File: config.mk
export PLATFORM = sky130hd
export DESIGN_NAME = uart_err_irq_ctrl
export DESIGN_NICKNAME = d
export VERILOG_FILES = /design/src/rtl/usc_pkg.sv /design/src/rtl/usc_sticky.sv /design/src/rtl/usc_wr_decode.sv /design/src/rtl/uart_err_irq_ctrl.sv
export SDC_FILE = /design/constraint.sdc
export NUM_CORES = 1
export LEC_CHECK = 0
export ABC_AREA = 1
export BUFFER_PORTS_ARGS = -buffer_cell sky130_fd_sc_hd__buf_2
export CAP_MARGIN = 10
export CORE_ASPECT_RATIO = 0.6
export CORE_MARGIN = 2
export CORE_UTILIZATION = 31
export DETAILED_ROUTE_END_ITERATION = 10
export PLACE_DENSITY = 0.74
export SLEW_MARGIN = 5
export SYNTH_ARGS = -nofsm -noshare
export SYNTH_HDL_FRONTEND = slang
export SYNTH_SLANG_ARGS = --single-unit
File: constraint.sdc
create_clock -name clk -period 0.8 [get_ports clk]
set_input_delay 0.08 -clock clk [delete_from_list [all_inputs] [get_ports clk]]
set_output_delay 0.08 -clock clk [all_outputs]
set_load 0.05 [all_outputs]
File: src/rtl/usc_pkg.sv
// Shared register selects and field positions for the UART error/interrupt block.
// Assumes a 32-bit register word.
package usc_pkg;
    localparam int unsigned REG_W = 32;
    localparam int unsigned N_ERR = 3;   // parity, framing, overrun
    localparam int unsigned N_IRQ = 3;   // tx, rx, err

    typedef enum logic [1:0] {
        SEL_CTRL = 2'd0,
        SEL_CMD  = 2'd1,
        SEL_IEN  = 2'd2,
        SEL_ICR  = 2'd3
    } reg_sel_e;

    // state word
    localparam int unsigned ST_REN = 0;
    localparam int unsigned ST_PAR = 16;
    localparam int unsigned ST_FRM = 17;
    localparam int unsigned ST_OVR = 19;
    // command word
    localparam int unsigned CMD_CLR_REN = 0;
    localparam int unsigned CMD_SET_REN = 1;
    localparam int unsigned CMD_CLR_PAR = 2;
    localparam int unsigned CMD_CLR_FRM = 3;
    localparam int unsigned CMD_CLR_OVR = 5;
    // control word
    localparam int unsigned CTL_FRM_CHK = 17;
    localparam int unsigned CTL_OVR_CHK = 19;
    localparam int unsigned CTL_PAR_CHK = 20;
    // interrupt enable / clear
    localparam int unsigned IRQ_TX  = 0;
    localparam int unsigned IRQ_RX  = 1;
    localparam int unsigned IRQ_ERR = 2;
    localparam int unsigned IEN_TXB = 3;
    localparam int unsigned IEN_W   = 4;
endpackage

File: src/rtl/usc_sticky.sv
// Bank of sticky bits: each bit is set by its set input and cleared by its
// clear input, with set taking priority. Assumes single-cycle strobes.
module usc_sticky #(
    parameter int unsigned N = 3
) (
    input  logic         clk,
    input  logic         rst_n,
    input  logic [N-1:0] set_i,
    input  logic [N-1:0] clr_i,
    output logic [N-1:0] q_o
);
    for (genvar i = 0; i < N; i++) begin : g_bit
        // hold, set (wins) or clear one bit
        always_ff @(posedge clk) begin
            if (!rst_n)         q_o[i] <= 1'b0;
            else if (set_i[i])  q_o[i] <= 1'b1;
            else if (clr_i[i])  q_o[i] <= 1'b0;
        end
    end
endmodule

File: src/rtl/usc_wr_decode.sv
// Decodes the register write port: holds the control check enables and the
// interrupt enables, and turns command and interrupt-clear writes into
// single-cycle strobes. Assumes one write per cycle at most.
module usc_wr_decode
    import usc_pkg::*;
(
    input  logic             clk,
    input  logic             rst_n,
    input  logic             we_i,
    input  logic [1:0]       sel_i,
    input  logic [REG_W-1:0] wdata_i,
    output logic [N_ERR-1:0] chk_en_o,     // parity, framing, overrun
    output logic [IEN_W-1:0] ien_o,
    output logic             set_ren_o,
    output logic             clr_ren_o,
    output logic [N_ERR-1:0] clr_err_o,
    output logic [N_IRQ-1:0] clr_irq_o
);
    reg_sel_e sel;
    logic     wr_ctrl, wr_cmd, wr_ien, wr_icr;
    logic     unused_bits;

    // decode which register is written this cycle
    always_comb begin
        sel     = reg_sel_e'(sel_i);
        wr_ctrl = we_i && (sel == SEL_CTRL);
        wr_cmd  = we_i && (sel == SEL_CMD);
        wr_ien  = we_i && (sel == SEL_IEN);
        wr_icr  = we_i && (sel == SEL_ICR);
    end

    // hold control check enables and interrupt enables
    always_ff @(posedge clk) begin
        if (!rst_n) begin
            chk_en_o <= '0;
            ien_o    <= '0;
        end else begin
            if (wr_ctrl)
                chk_en_o <= {wdata_i[CTL_OVR_CHK], wdata_i[CTL_FRM_CHK], wdata_i[CTL_PAR_CHK]};
            if (wr_ien)
                ien_o <= wdata_i[IEN_W-1:0];
        end
    end

    // command and interrupt-clear strobes, valid in the write cycle
    always_comb begin
        set_ren_o = wr_cmd && wdata_i[CMD_SET_REN];
        clr_ren_o = wr_cmd && wdata_i[CMD_CLR_REN];
        clr_err_o = wr_cmd ? {wdata_i[CMD_CLR_OVR], wdata_i[CMD_CLR_FRM], wdata_i[CMD_CLR_PAR]}
                           : '0;
        clr_irq_o = wr_icr ? wdata_i[N_IRQ-1:0] : '0;
    end

    assign unused_bits = ^{wdata_i[REG_W-1:CTL_PAR_CHK+1], wdata_i[CTL_OVR_CHK-1],
                           wdata_i[CTL_FRM_CHK-1:CMD_CLR_OVR+1], wdata_i[CMD_CLR_OVR-1]};
endmodule

File: src/rtl/uart_err_irq_ctrl.sv
// UART receive error status and interrupt controller (top).
// Keeps the receiver enable, sticky parity/framing/overrun flags and three
// interrupt lines. Receiver and transmitter events arrive as one-cycle pulses.
// Assumes pulses and writes are synchronous to clk.
module uart_err_irq_ctrl
    import usc_pkg::*;
(
    input  logic             clk,
    input  logic             rst_n,
    input  logic             reg_we,
    input  logic [1:0]       reg_sel,
    input  logic [REG_W-1:0] reg_wdata,
    input  logic             rx_char_p,
    input  logic             rx_par_err_p,
    input  logic             rx_frm_err_p,
    input  logic             rx_ovr_p,
    input  logic             tx_done_p,
    input  logic             tx_buf_p,
    output logic [REG_W-1:0] state_q,
    output logic             irq_tx,
    output logic             irq_rx,
    output logic             irq_err
);
    logic [N_ERR-1:0] chk_en, clr_err, err_ev, err_flag;
    logic [IEN_W-1:0] ien;
    logic [N_IRQ-1:0] clr_irq, pend_set, pend;
    logic             set_ren, clr_ren, rx_en;

    usc_wr_decode i_dec (
        .clk       (clk),
        .rst_n     (rst_n),
        .we_i      (reg_we),
        .sel_i     (reg_sel),
        .wdata_i   (reg_wdata),
        .chk_en_o  (chk_en),
        .ien_o     (ien),
        .set_ren_o (set_ren),
        .clr_ren_o (clr_ren),
        .clr_err_o (clr_err),
        .clr_irq_o (clr_irq)
    );

    // receiver enable: set strobe wins over clear strobe
    always_ff @(posedge clk) begin
        if (!rst_n)       rx_en <= 1'b0;
        else if (set_ren) rx_en <= 1'b1;
        else if (clr_ren) rx_en <= 1'b0;
    end

    // accepted error events: armed check and enabled receiver
    always_comb begin
        err_ev = {rx_ovr_p, rx_frm_err_p, rx_par_err_p} & chk_en & {N_ERR{rx_en}};
    end

    usc_sticky #(.N(N_ERR)) i_err (
        .clk   (clk),
        .rst_n (rst_n),
        .set_i (err_ev),
        .clr_i (clr_err),
        .q_o   (err_flag)
    );

    // interrupt pending sources
    always_comb begin
        pend_set[IRQ_TX]  = (tx_done_p && ien[IRQ_TX]) || (tx_buf_p && ien[IEN_TXB]);
        pend_set[IRQ_RX]  = rx_char_p && rx_en && ien[IRQ_RX];
        pend_set[IRQ_ERR] = (|err_ev) && ien[IRQ_ERR];
    end

    usc_sticky #(.N(N_IRQ)) i_pend (
        .clk   (clk),
        .rst_n (rst_n),
        .set_i (pend_set),
        .clr_i (clr_irq),
        .q_o   (pend)
    );

    // state word assembly and interrupt outputs
    always_comb begin
        state_q         = '0;
        state_q[ST_REN] = rx_en;
        state_q[ST_PAR] = err_flag[0];
        state_q[ST_FRM] = err_flag[1];
        state_q[ST_OVR] = err_flag[2];
        irq_tx          = pend[IRQ_TX];
        irq_rx          = pend[IRQ_RX];
        irq_err         = pend[IRQ_ERR] && ien[IRQ_ERR] && (|err_flag);
    end
endmodule

# == Word-level counts from Yosys, hierarchy flattened ==
# Cells that the tools add are included.
# classes
n_lt_le_gt_ge,0
div,0
reduce_logical,24
mux,16
shifts,0
add_sub_neg,0
eq_ne,3
multipliers,0
n_bitwise,2
# ops
operator,n
$mux W1,14
$reduce_bool A2 Y1,7
$logic_and A1 B1 Y1,13
$and A3 B3 Y3,2
$mux W3,2
$reduce_or A3 Y1,2
$eq A2 B2 Y1 const B,2
$eq A2 B1 Y1 const B,1
$logic_not A2 Y1,1
$logic_or A1 B1 Y1,1
# word_totals
rom_bits,0
latchBits,0
out_inout_bits,35
memories,0
mem_bits_rw,0
reg_bits,14
inputBits,43
word_cells,54

# == Logic depth before layout (Yosys ltp) ==
# Gate-level depths: netlist of run 1.
# logic_depth
ltp_word,5
depth_mapped,5
mapped_depth_nobuf,5

# == Modules after synthesis ==
# From an unflattened synthesis of run 1, not the netlist that was laid out.
# hier_totals
hier_cells,142
area_unflattened_um2,924.6
# modules_own_cells
module,seq_area_each_um2,area_per_inst_um2,cells_each,instances
usc_wr_decode,140.1,375.4,62,1
uart_err_irq_ctrl,20.0,324.1,48,1
usc_sticky,60.1,112.6,16,2

# == Worst setup path before layout of run 1 ==
# Ideal clock, no wire load.
# synth_path
kind,flip-flop to output port
from,register i_err.q_o[0]
to,output port irq_err
required_time_ns,0.720
stages_incl_launch_ff,3
setup_slack_ns,-0.686
n_path_buf,0
arrival_ns,1.406
path_cell_list,dfxtp_1 > nor3_1 > nor2_1
# synth_between
elab_chain_cells,2
# synth_rtl
element,line_no,source
start: declaration,usc_sticky.sv:10,output logic [N-1:0] q_o
start signal: indexed assignment,usc_sticky.sv:15,if (!rst_n) q_o[i] <= 1'b0;
start signal: indexed assignment,usc_sticky.sv:16,else if (set_i[i]) q_o[i] <= 1'b1;
start signal: indexed assignment,usc_sticky.sv:17,else if (clr_i[i]) q_o[i] <= 1'b0;
$reduce_or A3 Y1,uart_err_irq_ctrl.sv:87,irq_err = pend[IRQ_ERR] && ien[IRQ_ERR] && (|err_flag);
$logic_and A1 B1 Y1,uart_err_irq_ctrl.sv:87,
end: declaration,uart_err_irq_ctrl.sv:22,output logic irq_err
# Every way passes these cells.

# == Worst setup path in the final report of run 1 ==
# layout_path
from,register i_err.q_o[2]
to,output port irq_err
# The elaborated chain is that of the path after synthesis.

==> results of run 1 <==
## state kept, by name, summed over array words and instances (netlist names)
register        cells
rx_en               1
i_dec.chk_en_o      3
i_pend.q_o          3
i_err.q_o           3
i_dec.ien_o         4
## report_power, final
| group | leakage [nW] | switching [W] | internal (W) | total, W |
|---|---|---|---|---|
| registers | 0.118 | 0.0000178 | 0.000711 | 0.000729 |
| clock network | 0.0228 | 0.000228 | 0.000352 | 0.000579 |
| logic | 0.392 | 0.000387 | 0.0000857 | 0.000473 |
## kinds of logic after synthesis
logic type      synth area share [%]
simple gates                    17.4
buf+inv                         33.0
flops                           35.7
compound gates                  13.4
other cells                    0.478
## worst max-delay path: stages (launching register included)
cell,delay (ns)
dfxtp_4,0.34
nor3_2,0.16
buf_4,0.14
nor2_4,0.03
buf_8,0.14
## worst paths after layout
path | slack [ns] | end | startpoint
worst min-delay path | 0.10 | i_dec.chk_en_o[2] | reg_wdata[19]
worst max-delay path | -0.32 | irq_err | i_err.q_o[2]
worst min register to register | 0.48 | i_dec.ien_o[1] | i_dec.ien_o[1]
worst max register to register | 0.01 | i_err.q_o[0] | i_err.q_o[0]
## synthesized netlist by cell type, drive strengths merged
master	count	area (um^2)
a21oi	7	35.0
dfxtp	14	280
inv	11	41.3
nand4	1	6.26
nand2	5	18.8
nor3	1	5.00
nand3	9	50.1
nor2	15	56.3
conb	1	3.75
buf	29	218
o21ai	14	70.1
## stage by stage
| stage | setup WS, ns | setup TNS, ns |
|---|---|---|
| 2_1_floorplan | -0.126 | -0.126 |
| 3_3_place_gp | -0.149 | -0.157 |
| 3_5_place_dp | -0.164 | -0.186 |
| 4_1_cts | -0.338 | -0.815 |
| 5_1_grt | -0.379 | -1.01 |
| 6_report | -0.323 | -0.748 |
## routing by layer
layer  share of wire (%)  global-route usage [%]  vias up
li1                    -                       -      357
met1                  49                    13.9      295
met2                  42                    15.8       23
met3                 5.9                    4.77        2
met4                 2.0                    7.06        0
met5                   0                       0        -
## final cells by class
type | count | area, um^2 | share of cell area [%]
timing repair buffer | 34 | 267 | 24.7
tap | 32 | 40.0 | 3.70
multi-input combinational | 80 | 390 | 36.1
sequential | 14 | 298 | 27.5
inverter | 11 | 41.3 | 3.82
clock buffer | 4 | 45.0 | 4.17
## cells in the final DEF, fill, tap and decap left out
master and count:
o21ai_2 1, buf_6 5, dfxtp_1 8, dfxtp_4 4
nand3_1 4, buf_2 18, buf_8 5, o21ai_0 13
nand3_4 1, a21oi_1 7, nor2_4 1, nand3_2 4
conb_1 28, clkbuf_1 1, nor3_2 1, clkbuf_8 3
nand4_1 1, inv_2 1, dfxtp_2 2, nand2_1 5
buf_4 6, nor2_1 14, inv_1 10
## what timing repair did
action | in CTS | in global routing
gates resized for setup | 23 | 10
buffers inserted | 1 | 2
setup endpoints to repair | 8 | 9
pin swaps | 2 | 3
==> summary.md, run 1 <==
| Metric | Value |
|---|---|
| Final Hold Fails | 0 |
| Area growth syn-to-layout | 37.8% |
| Final Power | 0.00178 W |
| CTS buffer count | 3 |
| Root buffer cell | clkbuf_8 |
| Total Routing Usage GR | 11.2% |
| Max Fclk | between 800 and 900 MHz |
| Placed Cells incl. Taps | approximately 170 |
| Die area | 2960 um^2 |
| Hold Slack | 0.102 ns |
| Grt ovf | 0 |
| Netlist cell types | 13 |
| Layout cell share with drive strength beyond 1 | 36.4% |
| Skew-Pair Late Insertion Delay | 0.24 ns |
| Worst hold path depth | 3 |
| Die Wd | 68.9 um |
| Synth Cell Area | 785 um^2 |
| Die Ht | 43.0 um |
| Final core occ | 44.1% |
| Synthesized area per cell | about 7.3 um^2 |
| Startpoint types | flip-flop |
| Yosys reg bits | 14 |
| DRC Markers | 0 |
| CTS H-tree depth | 1 |
| Fin crit period | around 1.1 ns |
| Endpoints failing setup | 6 |
| Peak VDD IR | 0.000744 V |
| Fillcell total | 259 |
| WL/cell | 8.51 um |
| Register area share after synthesis | 35.7% |
| Critical path capture point type | primary output |
| Row Count | 14 |
| Reg clk slew, reported paths | 0.05 ns |
| Starting density of the core | a little under a third |
| Via/cell ratio | 3.87 |
| Reg2reg path depth | 4 |
| Violated checks | negative setup slack |
| CTS tree | done |
| Layout Nets | 187 |
| Largest net degree at the start of global routing | 9 |
| Vias in the first global route | 553 |
| Max-cap violations | 0 |
| GPL Wtd Cong | ~0.7 |
| Core Region | 2450 um^2 |
| Hold Path Class | in -> reg |
| RSZ-0062 raised after global routing | true |
| Antenna Diode Count | 0 |
| Initial antenna violation count | 0 |
| WL final | 1490 um |
| Mapped Cells | approximately 110 |
| Post-Layout Cell Count | 175 |
| Crit path required time | 0.72 ns |
| ANT nets after route | 0 |
| Status | complete, but fails checks |
| Setup Skew | 0.00187 ns |
| Initial DRT Pass Iterations | 4 |
| Global-route wire length before repair | between 2000 and 2500 um |
| Clock Sink Count | 14 |
| Max clock buf depth | 2 |
| Vias | 677 |
| Port Buffers | 25 |
| Hold buffer count at CTS | 0 |
| DRT iter0 DRCs | 17 |
| Worst-path maximum fanout | 2 |
| PwrDens | 1650 nW/um^2 |
| Final setup margin | -0.323 ns |
| Post-DP HPWL | 1240 um |
| CP Class | reg -> out |
| Post-Layout Inst Area | roughly 1100 um^2 |
| Fin crit share | 140% |
| Fin. max-slew vios | 0 |
| Worst EP arrival | 1.04 ns |
| IO Count | 78 |
| Cell leakage power | 0.533 nW |
| Yosys synthesis warning count | 0 |
| Placed cell area | approximately 910 um^2 |
Power figures use the tool's default switching activity.
==> run 2: changes to the inputs <==
--- a/config.mk
+++ b/config.mk
@@ -5,14 +5,14 @@
 export SDC_FILE = /design/constraint.sdc
 export NUM_CORES = 1
 export LEC_CHECK = 0
-export ABC_AREA = 1
 export BUFFER_PORTS_ARGS = -buffer_cell sky130_fd_sc_hd__buf_2
 export CAP_MARGIN = 10
 export CORE_ASPECT_RATIO = 0.6
 export CORE_MARGIN = 2
-export CORE_UTILIZATION = 31
+export CORE_UTILIZATION = 32
 export DETAILED_ROUTE_END_ITERATION = 10
-export PLACE_DENSITY = 0.74
+export PLACE_DENSITY = 0.75
+export SKIP_LAST_GASP = 1
 export SLEW_MARGIN = 5
 export SYNTH_ARGS = -nofsm -noshare
 export SYNTH_HDL_FRONTEND = slang
==> summary.md, run 2 <==
| Metric | Value |
|---|---|
| Status | complete, but fails checks |
| Violated checks | negative setup slack |
| Layout Nets | 170 (-9.1%) |
| Most common cell in the synthesized netlist | buf_4 |
| GPL Wtd Cong | 0.718 (+2.3%) |
| Worst EP arrival | 1.10 ns (+0.06 ns) |
| Startpoint types | flip-flop |
| Worst hold path depth | 3 (unchanged) |
| Worst-path maximum fanout | 2 (unchanged) |
| Leading cell type in the layout, fill and taps excluded | conb_1 |
| Die Wd | 69.4 um (+0.70%) |
| DRT iter0 DRCs | 6 (-11) |
| IO Count | 78 (unchanged) |
| DRC Markers | 0 (unchanged) |
| Total Routing Usage GR | 11.0% (-0.22 points) |
| PwrDens | 1570 nW/um^2 (-4.8%) |
| Layout cell share with drive strength beyond 1 | 48.4% (+12 points) |
| Post-Layout Cell Count | 158 (-9.7%) |
| Via/cell ratio | 4.13 (+6.8%) |
| Global-route wire length before repair | 2570 um (+11%) |
| Port Buffers | 25 (unchanged) |
| Fin crit share | 148% (+7.7 points) |
| Vias in the first global route | 548 (-0.90%) |
| Post-Layout Inst Area | 1200 um^2 (+11%) |
| Max Fclk | 845 MHz (-5.2%) |
| Post-synth EDFFs | 0 (unchanged) |
| Setup Skew | 0.000733 ns (-0.00114 ns) |
| RSZ-0062 raised after global routing | true |
| CTS tree | done |
| Most flop-heavy register | i_dec.ien_o |
| ANT nets after route | 0 (unchanged) |
| Ys flop type | dfxtp_1 |
| Die Ht | 43.3 um (+0.69%) |
| Core Region | 2470 um^2 (+0.71%) |
| Fin crit period | 1.18 ns (+0.0614 ns) |
| CP Class | reg -> out |
| Place WS | -0.181 ns (-0.0172 ns) |
| Grt ovf | 0 (unchanged) |
| Peak VDD IR | 0.000987 V (+33%) |
| Multi-input gate area | 468 um^2 (+20%) |
| Mapped Cells | 85 (-21%) |
| Yosys synthesis warning count | 0 (unchanged) |
| Cell taking the most area after synthesis | dfxtp_1 |
| Max clock buf depth | 2 (unchanged) |
| Hold Path Class | in -> reg |
| Netlist cell types | 22 (+9) |
| Commonest cells after routing, fill and taps aside | 28 x conb_1, 18 x buf_2, 9 x nor2b_1 |
| Max FFs per register | 4 (unchanged) |
| Post-DP HPWL | 1310 um (+5.5%) |
| Max-cap violations | 0 (unchanged) |
| Yosys reg bits | 14 (unchanged) |
| Asr flop ratio synth | 0% (unchanged) |
| Die area | 3000 um^2 (+1.4%) |
| Crit path required time | 0.72 ns (about the same) |
| Endpoints failing setup | 14 (+8) |
| CTS buffer count | 3 (unchanged) |
| Final setup margin | -0.384 ns (-0.0614 ns) |
| Skew-Pair Late Insertion Delay | 0.24 ns (about the same) |
| Placed cell area | 996 um^2 (+9.8%) |
| Top cells by count, synth | 29 x buf_4, 14 x dfxtp_1, 9 x nor2b_1, 7 x mux2i_1 |
| Root buffer cell | clkbuf_8 |
| Critical path capture point type | primary output |
| Hold Slack | 0.101 ns (-0.00122 ns) |
| Row Count | 14 (unchanged) |
| Clock Sink Count | 14 (unchanged) |
| Synthesized area per cell | 9.67 um^2 (+32%) |
| Final Hold Fails | 0 (unchanged) |
| Largest net degree at the start of global routing | 15 (+6) |
| Reg2reg path depth | 3 (-1) |
| Initial antenna violation count | 0 (unchanged) |
| Cell leakage power | 0.574 nW (+7.7%) |
| Share of the synthesized area in the top cell type | 34.1% (-1.6 points) |
| Fillcell total | 231 (-11%) |
| Area growth syn-to-layout | 45.8% |
| CTS H-tree depth | 1 (unchanged) |
| WL final | 1710 um (+14%) |
| Reg clk slew, reported paths | 0.06 ns (about the same) |
| Starting density of the core | 33.3% (+1.3 points) |
| Register area share after synthesis | 34.1% (-1.6 points) |
| Vias | 653 (-3.5%) |
| Initial DRT Pass Iterations | 4 (unchanged) |
| Hold buffer count at CTS | 0 (unchanged) |
| Antenna Diode Count | 0 (unchanged) |
| Leading post-synthesis cells by cell area | dfxtp_1 34%, buf_4 26%, mux2i_1 8.5%, nor2b_1 6.8%, o21a_1 2.7% |
| FF/Latch Area | 300 um^2 (+0.84%) |
| Fin. max-slew vios | 0 (unchanged) |
| Synth Cell Area | 822 um^2 (+4.8%) |
| Placed Cells incl. Taps | 150 (-11%) |
| WL/cell | 10.8 um (+27%) |
-- run 2: per-stage QoR --
step	setup TNS [ns]	utilization, %	total power [W]
2_1_floorplan	-0.311	-	0.00119
3_3_place_gp	-1.16	40.3	0.00119
3_5_place_dp	-1.45	40.3	0.00119
4_1_cts	-1.45	46.1	0.00189
5_1_grt	-2.21	48.5	0.00195
6_report	-1.80	48.5	0.00188
-- run 2: area by class of cell --
| class | instances | share of cell area, % |
|---|---|---|
| clock buffer | 4 | 4.59 |
| multi-input combinational | 68 | 39.0 |
| sequential | 14 | 25.1 |
| tap | 32 | 3.34 |
| timing repair buffer | 40 | 28.0 |
-- run 2: where the power goes --
part / internal, W / switching [W]
logic: 0.000109 / 0.000379
clock network: 0.000435 / 0.000244
registers: 0.000700 / 0.0000114
total: 0.00124 / 0.000634
-- run 2: final timing paths --
kind | startpoint | endpoint | slack [ns]
worst max-delay path | i_err.q_o[2] | irq_err | -0.38
worst min-delay path | reg_wdata[20] | i_dec.chk_en_o[0] | 0.10
worst max register to register | rx_en | i_pend.q_o[2] | -0.19
worst min register to register | i_pend.q_o[2] | i_pend.q_o[2] | 0.49
-- run 2: repair_timing --
action | 4_1_cts | 5_1_grt
setup buffers | 1 | 4
setup endpoints to repair | 14 | 14
gates resized for setup | 25 | 6
hold endpoints to repair | 0 | 0
pin swaps | 4 | 5
-- run 2: cells by family (layout without fill, tap and decap cells) --
logic type	after synthesis	after routing	share of synthesized area (%)
compound gates	12	12	12.2
simple gates	21	21	17.8
buf+inv	30	44	26.9
mux	7	7	8.52
other cells	1	28	0.456
flops	14	14	34.1
-- run 2: worst max-delay path, cell delays in order (launching register included) --
cell,delay [ns]
dfxtp_4,0.34
o311a_4,0.36
buf_6,0.15
-- run 2: routing by layer --
| metal | track usage [%] | wire length [um] | up-vias |
|---|---|---|---|
| li1 | - | - | 323 |
| met1 | 13.4 | 704 | 300 |
| met2 | 18.3 | 869 | 28 |
| met3 | 2.61 | 118 | 2 |
| met4 | 5.88 | 12 | 0 |
| met5 | 0 | 0 | - |
